<file path="config.mk">
export PLATFORM = sky130hd
export DESIGN_NAME = prec_timer
export DESIGN_NICKNAME = d
export VERILOG_FILES = /design/src/rtl/prec_timer_pkg.sv /design/src/rtl/prec_timer_count.sv /design/src/rtl/prec_timer_alarm.sv /design/src/rtl/prec_timer_period.sv /design/src/rtl/prec_timer.sv
export SDC_FILE = /design/constraint.sdc
export NUM_CORES = 2
export LEC_CHECK = 0
export BUFFER_PORTS_ARGS = -buffer_cell sky130_fd_sc_hd__buf_4
export CORE_MARGIN = 2
export CORE_UTILIZATION = 25
export DETAILED_ROUTE_END_ITERATION = 8
export GPL_TIMING_DRIVEN = 0
export MAX_ROUTING_LAYER = met4
export SLEW_MARGIN = 40
export SYNTH_ARGS = -nofsm -noshare
export SYNTH_HDL_FRONTEND = slang
export SYNTH_SLANG_ARGS = --single-unit
</file>
<file path="constraint.sdc">
create_clock -name clk -period 7.8 [get_ports clk]
set_input_delay 0.78 -clock clk [delete_from_list [all_inputs] [get_ports clk]]
set_output_delay 0.78 -clock clk [all_outputs]
set_load 0.01 [all_outputs]
</file>
<file path="src/rtl/prec_timer_pkg.sv">
package prec_timer_pkg;
  localparam int TW  = 64;
  localparam int NEV = 5;

  localparam int EV_TRIG0 = 0;
  localparam int EV_TRIG1 = 1;
  localparam int EV_ALM0  = 2;
  localparam int EV_ALM1  = 3;
  localparam int EV_PER0  = 4;

  localparam int OFS_CTRL   = 'h00;
  localparam int OFS_EVENT  = 'h04;
  localparam int OFS_MASK   = 'h08;
  localparam int OFS_TLO    = 'h0C;
  localparam int OFS_THI    = 'h10;
  localparam int OFS_ADDEND = 'h14;

  typedef struct packed {
    logic [7:0] ctl;
    logic [7:0] alm;
    logic [7:0] per;
    logic [7:0] cap;
  } grp_base_t;

  function automatic grp_base_t grp_base(input int variant);
    grp_base_t b;
    if (variant == 0) begin
      b.ctl = 8'h00; b.alm = 8'h40; b.per = 8'h80; b.cap = 8'hA0;
    end else begin
      b.ctl = 8'h80; b.alm = 8'hB8; b.per = 8'hD0; b.cap = 8'hE0;
    end
    return b;
  endfunction
endpackage

</file>
<file path="src/rtl/prec_timer_count.sv">
module prec_timer_count #(
  parameter int NOM_PERIOD = 8,
  parameter int CW         = 64,
  parameter int FW         = 32
) (
  input  logic          clk,
  input  logic          rst_n,
  input  logic          run,
  input  logic [FW-1:0] addend,
  input  logic          load,
  input  logic [CW-1:0] load_val,
  output logic [CW-1:0] count
);
  localparam logic [CW-1:0] STEP = CW'(NOM_PERIOD);

  logic [FW-1:0] acc_q;
  logic [FW:0]   acc_sum;
  logic [CW-1:0] carry_ext;

  assign acc_sum   = {1'b0, acc_q} + {1'b0, addend};
  assign carry_ext = {{(CW-1){1'b0}}, acc_sum[FW]};

  always_ff @(posedge clk or negedge rst_n) begin
    if (!rst_n) begin
      acc_q <= '0;
      count <= '0;
    end else if (load) begin
      count <= load_val;
    end else if (run) begin
      acc_q <= acc_sum[FW-1:0];
      count <= count + STEP + carry_ext;
    end
  end
endmodule

</file>
<file path="src/rtl/prec_timer_alarm.sv">
module prec_timer_alarm #(
  parameter int CW = 64
) (
  input  logic          clk,
  input  logic          rst_n,
  input  logic          run,
  input  logic [CW-1:0] count,
  input  logic          wr_lo,
  input  logic          wr_hi,
  input  logic [31:0]   wdata,
  output logic [CW-1:0] target,
  output logic          match,
  output logic          hit
);
  logic armed_q;

  assign match = armed_q && run && (count >= target);

  always_ff @(posedge clk or negedge rst_n) begin
    if (!rst_n) begin
      target  <= '0;
      armed_q <= 1'b0;
      hit     <= 1'b0;
    end else begin
      hit <= match;
      if (match) armed_q <= 1'b0;
      if (wr_lo) target[31:0] <= wdata;
      if (wr_hi) begin
        target[CW-1:32] <= wdata[CW-33:0];
        armed_q         <= 1'b1;
      end
    end
  end
endmodule

</file>
<file path="src/rtl/prec_timer_period.sv">
module prec_timer_period #(
  parameter int PW = 32
) (
  input  logic          clk,
  input  logic          rst_n,
  input  logic          run,
  input  logic [PW-1:0] interval,
  output logic          pulse
);
  logic [PW-1:0] cnt_q;

  always_ff @(posedge clk or negedge rst_n) begin
    if (!rst_n) begin
      cnt_q <= '0;
      pulse <= 1'b0;
    end else if (!run || interval == '0) begin
      cnt_q <= '0;
      pulse <= 1'b0;
    end else if (cnt_q >= interval - 1'b1) begin
      cnt_q <= '0;
      pulse <= 1'b1;
    end else begin
      cnt_q <= cnt_q + 1'b1;
      pulse <= 1'b0;
    end
  end
endmodule

</file>
<file path="src/rtl/prec_timer.sv">
module prec_timer
  import prec_timer_pkg::*;
#(
  parameter int VARIANT    = 0,
  parameter int NOM_PERIOD = 8,
  parameter int NUM_PER    = 3,
  parameter int AW         = 8
) (
  input  logic               clk,
  input  logic               rst_n,
  input  logic [AW-1:0]      bus_addr,
  input  logic               bus_we,
  input  logic               bus_re,
  input  logic [31:0]        bus_wdata,
  output logic [31:0]        bus_rdata,
  input  logic [1:0]         ext_trig,
  output logic [1:0]         alarm_out,
  output logic [NUM_PER-1:0] periodic_out,
  output logic               irq
);
  localparam grp_base_t GB = grp_base(VARIANT);
  localparam logic [AW-1:0] A_CTRL = AW'(int'(GB.ctl) + OFS_CTRL);
  localparam logic [AW-1:0] A_EVT  = AW'(int'(GB.ctl) + OFS_EVENT);
  localparam logic [AW-1:0] A_MASK = AW'(int'(GB.ctl) + OFS_MASK);
  localparam logic [AW-1:0] A_TLO  = AW'(int'(GB.ctl) + OFS_TLO);
  localparam logic [AW-1:0] A_THI  = AW'(int'(GB.ctl) + OFS_THI);
  localparam logic [AW-1:0] A_ADD  = AW'(int'(GB.ctl) + OFS_ADDEND);

  logic           te_q, ps_q;
  logic [1:0]     pol_q;
  logic [NEV-1:0] evt_q, mask_q, evt_set, evt_clr;
  logic [31:0]    addend_q, pend_lo_q, shadow_hi_q;
  logic [TW-1:0]  count;
  logic           cnt_load;
  logic           per_run;

  logic [1:0]     alm_wr_lo, alm_wr_hi, alm_match, alm_hit;
  logic [TW-1:0]  alm_tgt [2];
  logic [NUM_PER-1:0] per_wr, per_pulse;
  logic [31:0]    per_q [NUM_PER];
  logic [1:0]     trig_q, trig_edge;
  logic [TW-1:0]  cap_q [2];

  assign cnt_load = bus_we && (bus_addr == A_THI);
  assign per_run  = te_q && ps_q;

  // control, mask, addend, staging and shadow registers
  always_ff @(posedge clk or negedge rst_n) begin
    if (!rst_n) begin
      te_q        <= 1'b0;
      ps_q        <= 1'b0;
      pol_q       <= 2'b00;
      mask_q      <= '0;
      addend_q    <= '0;
      pend_lo_q   <= '0;
      shadow_hi_q <= '0;
    end else begin
      if (bus_we && bus_addr == A_CTRL) begin
        te_q     <= bus_wdata[0];
        ps_q     <= bus_wdata[1];
        pol_q[0] <= bus_wdata[31];
        pol_q[1] <= bus_wdata[30];
      end
      if (bus_we && bus_addr == A_MASK) mask_q    <= bus_wdata[NEV-1:0];
      if (bus_we && bus_addr == A_ADD)  addend_q  <= bus_wdata;
      if (bus_we && bus_addr == A_TLO)  pend_lo_q <= bus_wdata;
      if (bus_re && bus_addr == A_TLO)  shadow_hi_q <= count[TW-1:32];
    end
  end

  prec_timer_count #(.NOM_PERIOD(NOM_PERIOD), .CW(TW), .FW(32)) u_count (
    .clk      (clk),
    .rst_n    (rst_n),
    .run      (te_q),
    .addend   (addend_q),
    .load     (cnt_load),
    .load_val ({bus_wdata, pend_lo_q}),
    .count    (count)
  );

  // alarm comparators
  for (genvar k = 0; k < 2; k++) begin : g_alm
    localparam logic [AW-1:0] A_HI = AW'(int'(GB.alm) + 8*k);
    localparam logic [AW-1:0] A_LO = AW'(int'(GB.alm) + 8*k + 4);
    assign alm_wr_hi[k] = bus_we && (bus_addr == A_HI);
    assign alm_wr_lo[k] = bus_we && (bus_addr == A_LO);

    prec_timer_alarm #(.CW(TW)) u_alarm (
      .clk    (clk),
      .rst_n  (rst_n),
      .run    (te_q),
      .count  (count),
      .wr_lo  (alm_wr_lo[k]),
      .wr_hi  (alm_wr_hi[k]),
      .wdata  (bus_wdata),
      .target (alm_tgt[k]),
      .match  (alm_match[k]),
      .hit    (alm_hit[k])
    );
    assign alarm_out[k] = alm_hit[k] ^ pol_q[k];
  end

  // fixed-interval generators
  for (genvar i = 0; i < NUM_PER; i++) begin : g_per
    localparam logic [AW-1:0] A_P = AW'(int'(GB.per) + 4*i);
    assign per_wr[i] = bus_we && (bus_addr == A_P);

    always_ff @(posedge clk or negedge rst_n) begin
      if (!rst_n)         per_q[i] <= '0;
      else if (per_wr[i]) per_q[i] <= bus_wdata;
    end

    prec_timer_period #(.PW(32)) u_period (
      .clk      (clk),
      .rst_n    (rst_n),
      .run      (per_run),
      .interval (per_q[i]),
      .pulse    (per_pulse[i])
    );
  end
  assign periodic_out = per_pulse;

  // external trigger capture
  for (genvar k = 0; k < 2; k++) begin : g_cap
    assign trig_edge[k] = ext_trig[k] && !trig_q[k];
    always_ff @(posedge clk or negedge rst_n) begin
      if (!rst_n) begin
        trig_q[k] <= 1'b0;
        cap_q[k]  <= '0;
      end else begin
        trig_q[k] <= ext_trig[k];
        if (trig_edge[k]) cap_q[k] <= count;
      end
    end
  end

  // event flags: set wins over write-one-to-clear
  always_comb begin
    evt_set = '0;
    evt_set[EV_TRIG0] = trig_edge[0];
    evt_set[EV_TRIG1] = trig_edge[1];
    evt_set[EV_ALM0]  = alm_match[0];
    evt_set[EV_ALM1]  = alm_match[1];
    evt_set[EV_PER0]  = per_pulse[0];
    evt_clr = (bus_we && bus_addr == A_EVT) ? bus_wdata[NEV-1:0] : '0;
  end

  always_ff @(posedge clk or negedge rst_n) begin
    if (!rst_n) evt_q <= '0;
    else        evt_q <= (evt_q & ~evt_clr) | evt_set;
  end

  assign irq = |(evt_q & mask_q);

  // read mux
  always_comb begin
    bus_rdata = '0;
    if (bus_addr == A_CTRL) bus_rdata = {pol_q[0], pol_q[1], 28'd0, ps_q, te_q};
    if (bus_addr == A_EVT)  bus_rdata = 32'(evt_q);
    if (bus_addr == A_MASK) bus_rdata = 32'(mask_q);
    if (bus_addr == A_TLO)  bus_rdata = count[31:0];
    if (bus_addr == A_THI)  bus_rdata = shadow_hi_q;
    if (bus_addr == A_ADD)  bus_rdata = addend_q;
    for (int k = 0; k < 2; k++) begin
      if (bus_addr == AW'(int'(GB.alm) + 8*k))     bus_rdata = alm_tgt[k][TW-1:32];
      if (bus_addr == AW'(int'(GB.alm) + 8*k + 4)) bus_rdata = alm_tgt[k][31:0];
      if (bus_addr == AW'(int'(GB.cap) + 8*k))     bus_rdata = cap_q[k][TW-1:32];
      if (bus_addr == AW'(int'(GB.cap) + 8*k + 4)) bus_rdata = cap_q[k][31:0];
    end
    for (int i = 0; i < NUM_PER; i++) begin
      if (bus_addr == AW'(int'(GB.per) + 4*i)) bus_rdata = per_q[i];
    end
  end
endmodule

</file>
==> results.cfg <==
[status]
run_status = complete, no violations

[timing]
period_needed_ns = 6.61
setup_viol = 0
fmax_ghz = 0.151
worst_pin_slew_ns = 0.940
clock-skew-final_ns = 0.0333
slew_headroom = 0.373
finalHoldViolCount = 0
fin_tns_setup_ns = 0
rsz0062_at_grt = false
fin_crit_sh = 0.848
final_max_slew_viol_count = 0

[global_route]
grt_pass1_wl_um = 210000
grt_max_degree = 109
antenna_found_initial = 7
grt_pass1_vias = 30400
grt.overflow.total = 0
grtUsageTotal = 0.187

[cells_and_area]
fin_nets = 4156
mostFrequentLayoutCells = dfrtp_1, mux2_2, nor2_1
fin_util = 0.291
fillers = 15900
seqCellArea_um2 = 16600
stdcell_count = 5939
multi_input_area_um2 = 20200
fin_area_um2 = 44100
drive_gt1_frac = 0.188
area_growth_pct = 15.7
final_common_cell = dfrtp_1

[die]
die-width_um = 395
die_h_um = 395
initial_core_util = 0.251
floorplan.core_area_um2 = 152000
dieArea_um2 = 156000
rows = 143
io_pins = 84

[route]
vias_per_cell = 5.20
drc = 0
drt_iter0_drc = 2949
wl_per_cell_um = 24.2
drt-pass1-iter-count = 8
route.vias.total = 30900
ant_nets = 0
routed_wl_um = 144000

[yosys]
syn_inst = 3699
synthAdderAreaFrac = 0.0881
seq_area_frac_synth = 0.435
yosys.area_share.simple = 0.125
yosysWarnings = 0
synth_compound_area_frac = 0.121
synthesis.nets = 4013
synth_edf_count = 0
syn-cell-area_um2 = 38100
synth_top_family_by_area = multiplexers
syn_avg_cell_area_um2 = 10.3
synthMuxAreaShare = 0.132
synthDistinctLibCells = 81
synth_async_sr_flop_share = 1.00
synth-seq-cells = 663
synthXorXnorAreaFrac = 0.0620
ys.flop_type = dfrtp_1

[setup_path]
worstPathRequired_ns = 8.30
end_kind = flop
path_max_fanout = 6
reg2reg_slack_ns = 1.19
cp-start-kind = flop
arrival_ns = 7.12
path_class = reg -> reg

[clock_network]
cts_tree = done
post_cts_buffers = 0
clock_latency_ns = 0.67
clk_pin_slew_ns = 0.06
ctsResizeCount = 0
cts_max_level = 3
max-clock-path-buffers = 3
cts_root_buffer = clkbuf_16
holdBufCountCts = 0
cts.sinks = 663
numCtsBuffers = 79

[place]
gp_congestion = 0.982
numPlacedInstances = 5791
dp_hpwl_um = 111000
place_area_um2 = 41400
portBuffers = 53

[power_and_ir_drop]
p_leak_nw = 19.2
ir_drop_uv = 155
power_density_nw_per_um2 = 233
power.total_mw = 10.3

[worst_hold_path]
min_path_type = in -> async

[job]
cap_viol_max_count = 0
-- registers in the layout, indices dropped and copies added, names as in the netlist, 64 cells and up --
| name | cells |
|---|---|
| cap_q | 128 |
| g_alm.u_alarm.target | 128 |
| g_per.u_period.cnt_q | 96 |
| per_q | 96 |
| u_count.count | 64 |
-- cell type report --
type | instances | area share
Sequential cell | 663 | 0.376
Clock buffer | 107 | 0.0497
Buffer | 184 | 0.0180
Inverter | 179 | 0.0152
Tap cell | 2030 | 0.0576
Multi-Input combinational cell | 2673 | 0.458
Antenna cell | 3 | 0.000170
Timing Repair Buffer | 62 | 0.0138
Clock inverter | 38 | 0.0118
-- metal layers --
layer,part of all wire,track usage,up-vias
li1,-,-,13600
met1,0.42,0.239,15700
met2,0.46,0.290,1248
met3,0.071,0.0266,306
met4,0.052,0.0867,0
met5,0,-,-
-- cells in the mapped netlist (7+ instances only) --
library cell	n	area share
dfrtp_1	663	0.44
mux2_2	440	0.13
nor2_1	343	0.034
ha_1	267	0.088
nand2_1	237	0.023
inv_1	179	0.018
a21oi_1	177	0.023
xnor2_1	156	0.036
o21ai_0	128	0.017
xor2_1	114	0.026
clkbuf_1	112	0.011
nand3_1	102	0.013
a21o_1	100	0.020
nand4_1	79	0.013
a22oi_1	69	0.014
nor3_1	67	0.0088
and3_1	35	0.0057
a222oi_1	32	0.0084
nor4_1	31	0.0051
o22ai_1	29	0.0048
buf_1	28	0.0028
clkbuf_2	25	0.0033
a221oi_1	24	0.0055
a211oi_1	21	0.0041
o211ai_1	19	0.0037
a31oi_1	16	0.0026
a22o_1	15	0.0034
or3_1	15	0.0025
buf_2	12	0.0016
nor2b_1	12	0.0020
and2_1	10	0.0016
a41oi_1	9	0.0021
nand2b_1	9	0.0015
or4_1	7	0.0014
-- power breakdown --
part           switching, mW  total, mW  leakage [nW]  internal [mW]
Combinational           1.11       1.98          9.57          0.866
Sequential             0.548       4.35          8.35           3.81
Clock                   1.60       3.92          1.32           2.32
-- worst max-delay path, cell delays in order, from the launching register on --
cell      delay (ns)
dfrtp_1         0.42
ha_1            0.23
fa_1            0.26
a211oi_1        0.11
o21ai_0         0.39
a32oi_1         0.26
a211oi_1        0.46
o41ai_1         0.21
a21bo_2         0.25
o21ai_0         0.33
nand3_1         0.13
nand2_1         0.19
ha_1            0.21
ha_1            0.17
a21o_1          0.29
nand3_1         0.45
nor4_4          0.46
nand3_1         0.61
or2_2           0.60
nor3_1          0.21
xnor2_1         0.15
a21oi_1         0.08
-- metrics by stage --
stage                     hold WS [ns]  worst slack, ns
after global routing            0.0664            0.917
after CTS                       0.0398             1.21
after global placement           0.462            -1.89
after floorplan                  0.429             3.55
after detailed placement         0.467             1.24
final                           0.0195             1.19
-- kinds of logic (layout without fill, tap and decap cells) --
logic type      count (synthesis)  count (layout)
other cells                     0               3
buf+inv                       363             570
mux                           446             446
compound gates                694             694
xor+xnor                      270             270
fa+ha+maj                     268             268
flops                         663             663
simple gates                  995             995
-- path summary, 6_finish.rpt --
kind | from | cells after the start | end
min reg2reg | cap_q[105]$_DFFE_PN0P_ | 2 | cap_q[105]$_DFFE_PN0P_
min | rst_n | 1 | g_per[0].u_period.cnt_q[16]$_DFF_PN0_
max reg2reg | addend_q[0]$_DFFE_PN0P_ | 21 | u_count.count[42]$_DFFE_PN0P_
max in group asynchronous | rst_n | 4 | u_count.count[60]$_DFFE_PN0P_
max | addend_q[0]$_DFFE_PN0P_ | 21 | u_count.count[42]$_DFFE_PN0P_
min in group clk | ext_trig[0] | 1 | trig_q[0]$_DFF_PN0_
Power figures use the tool's default switching activity.
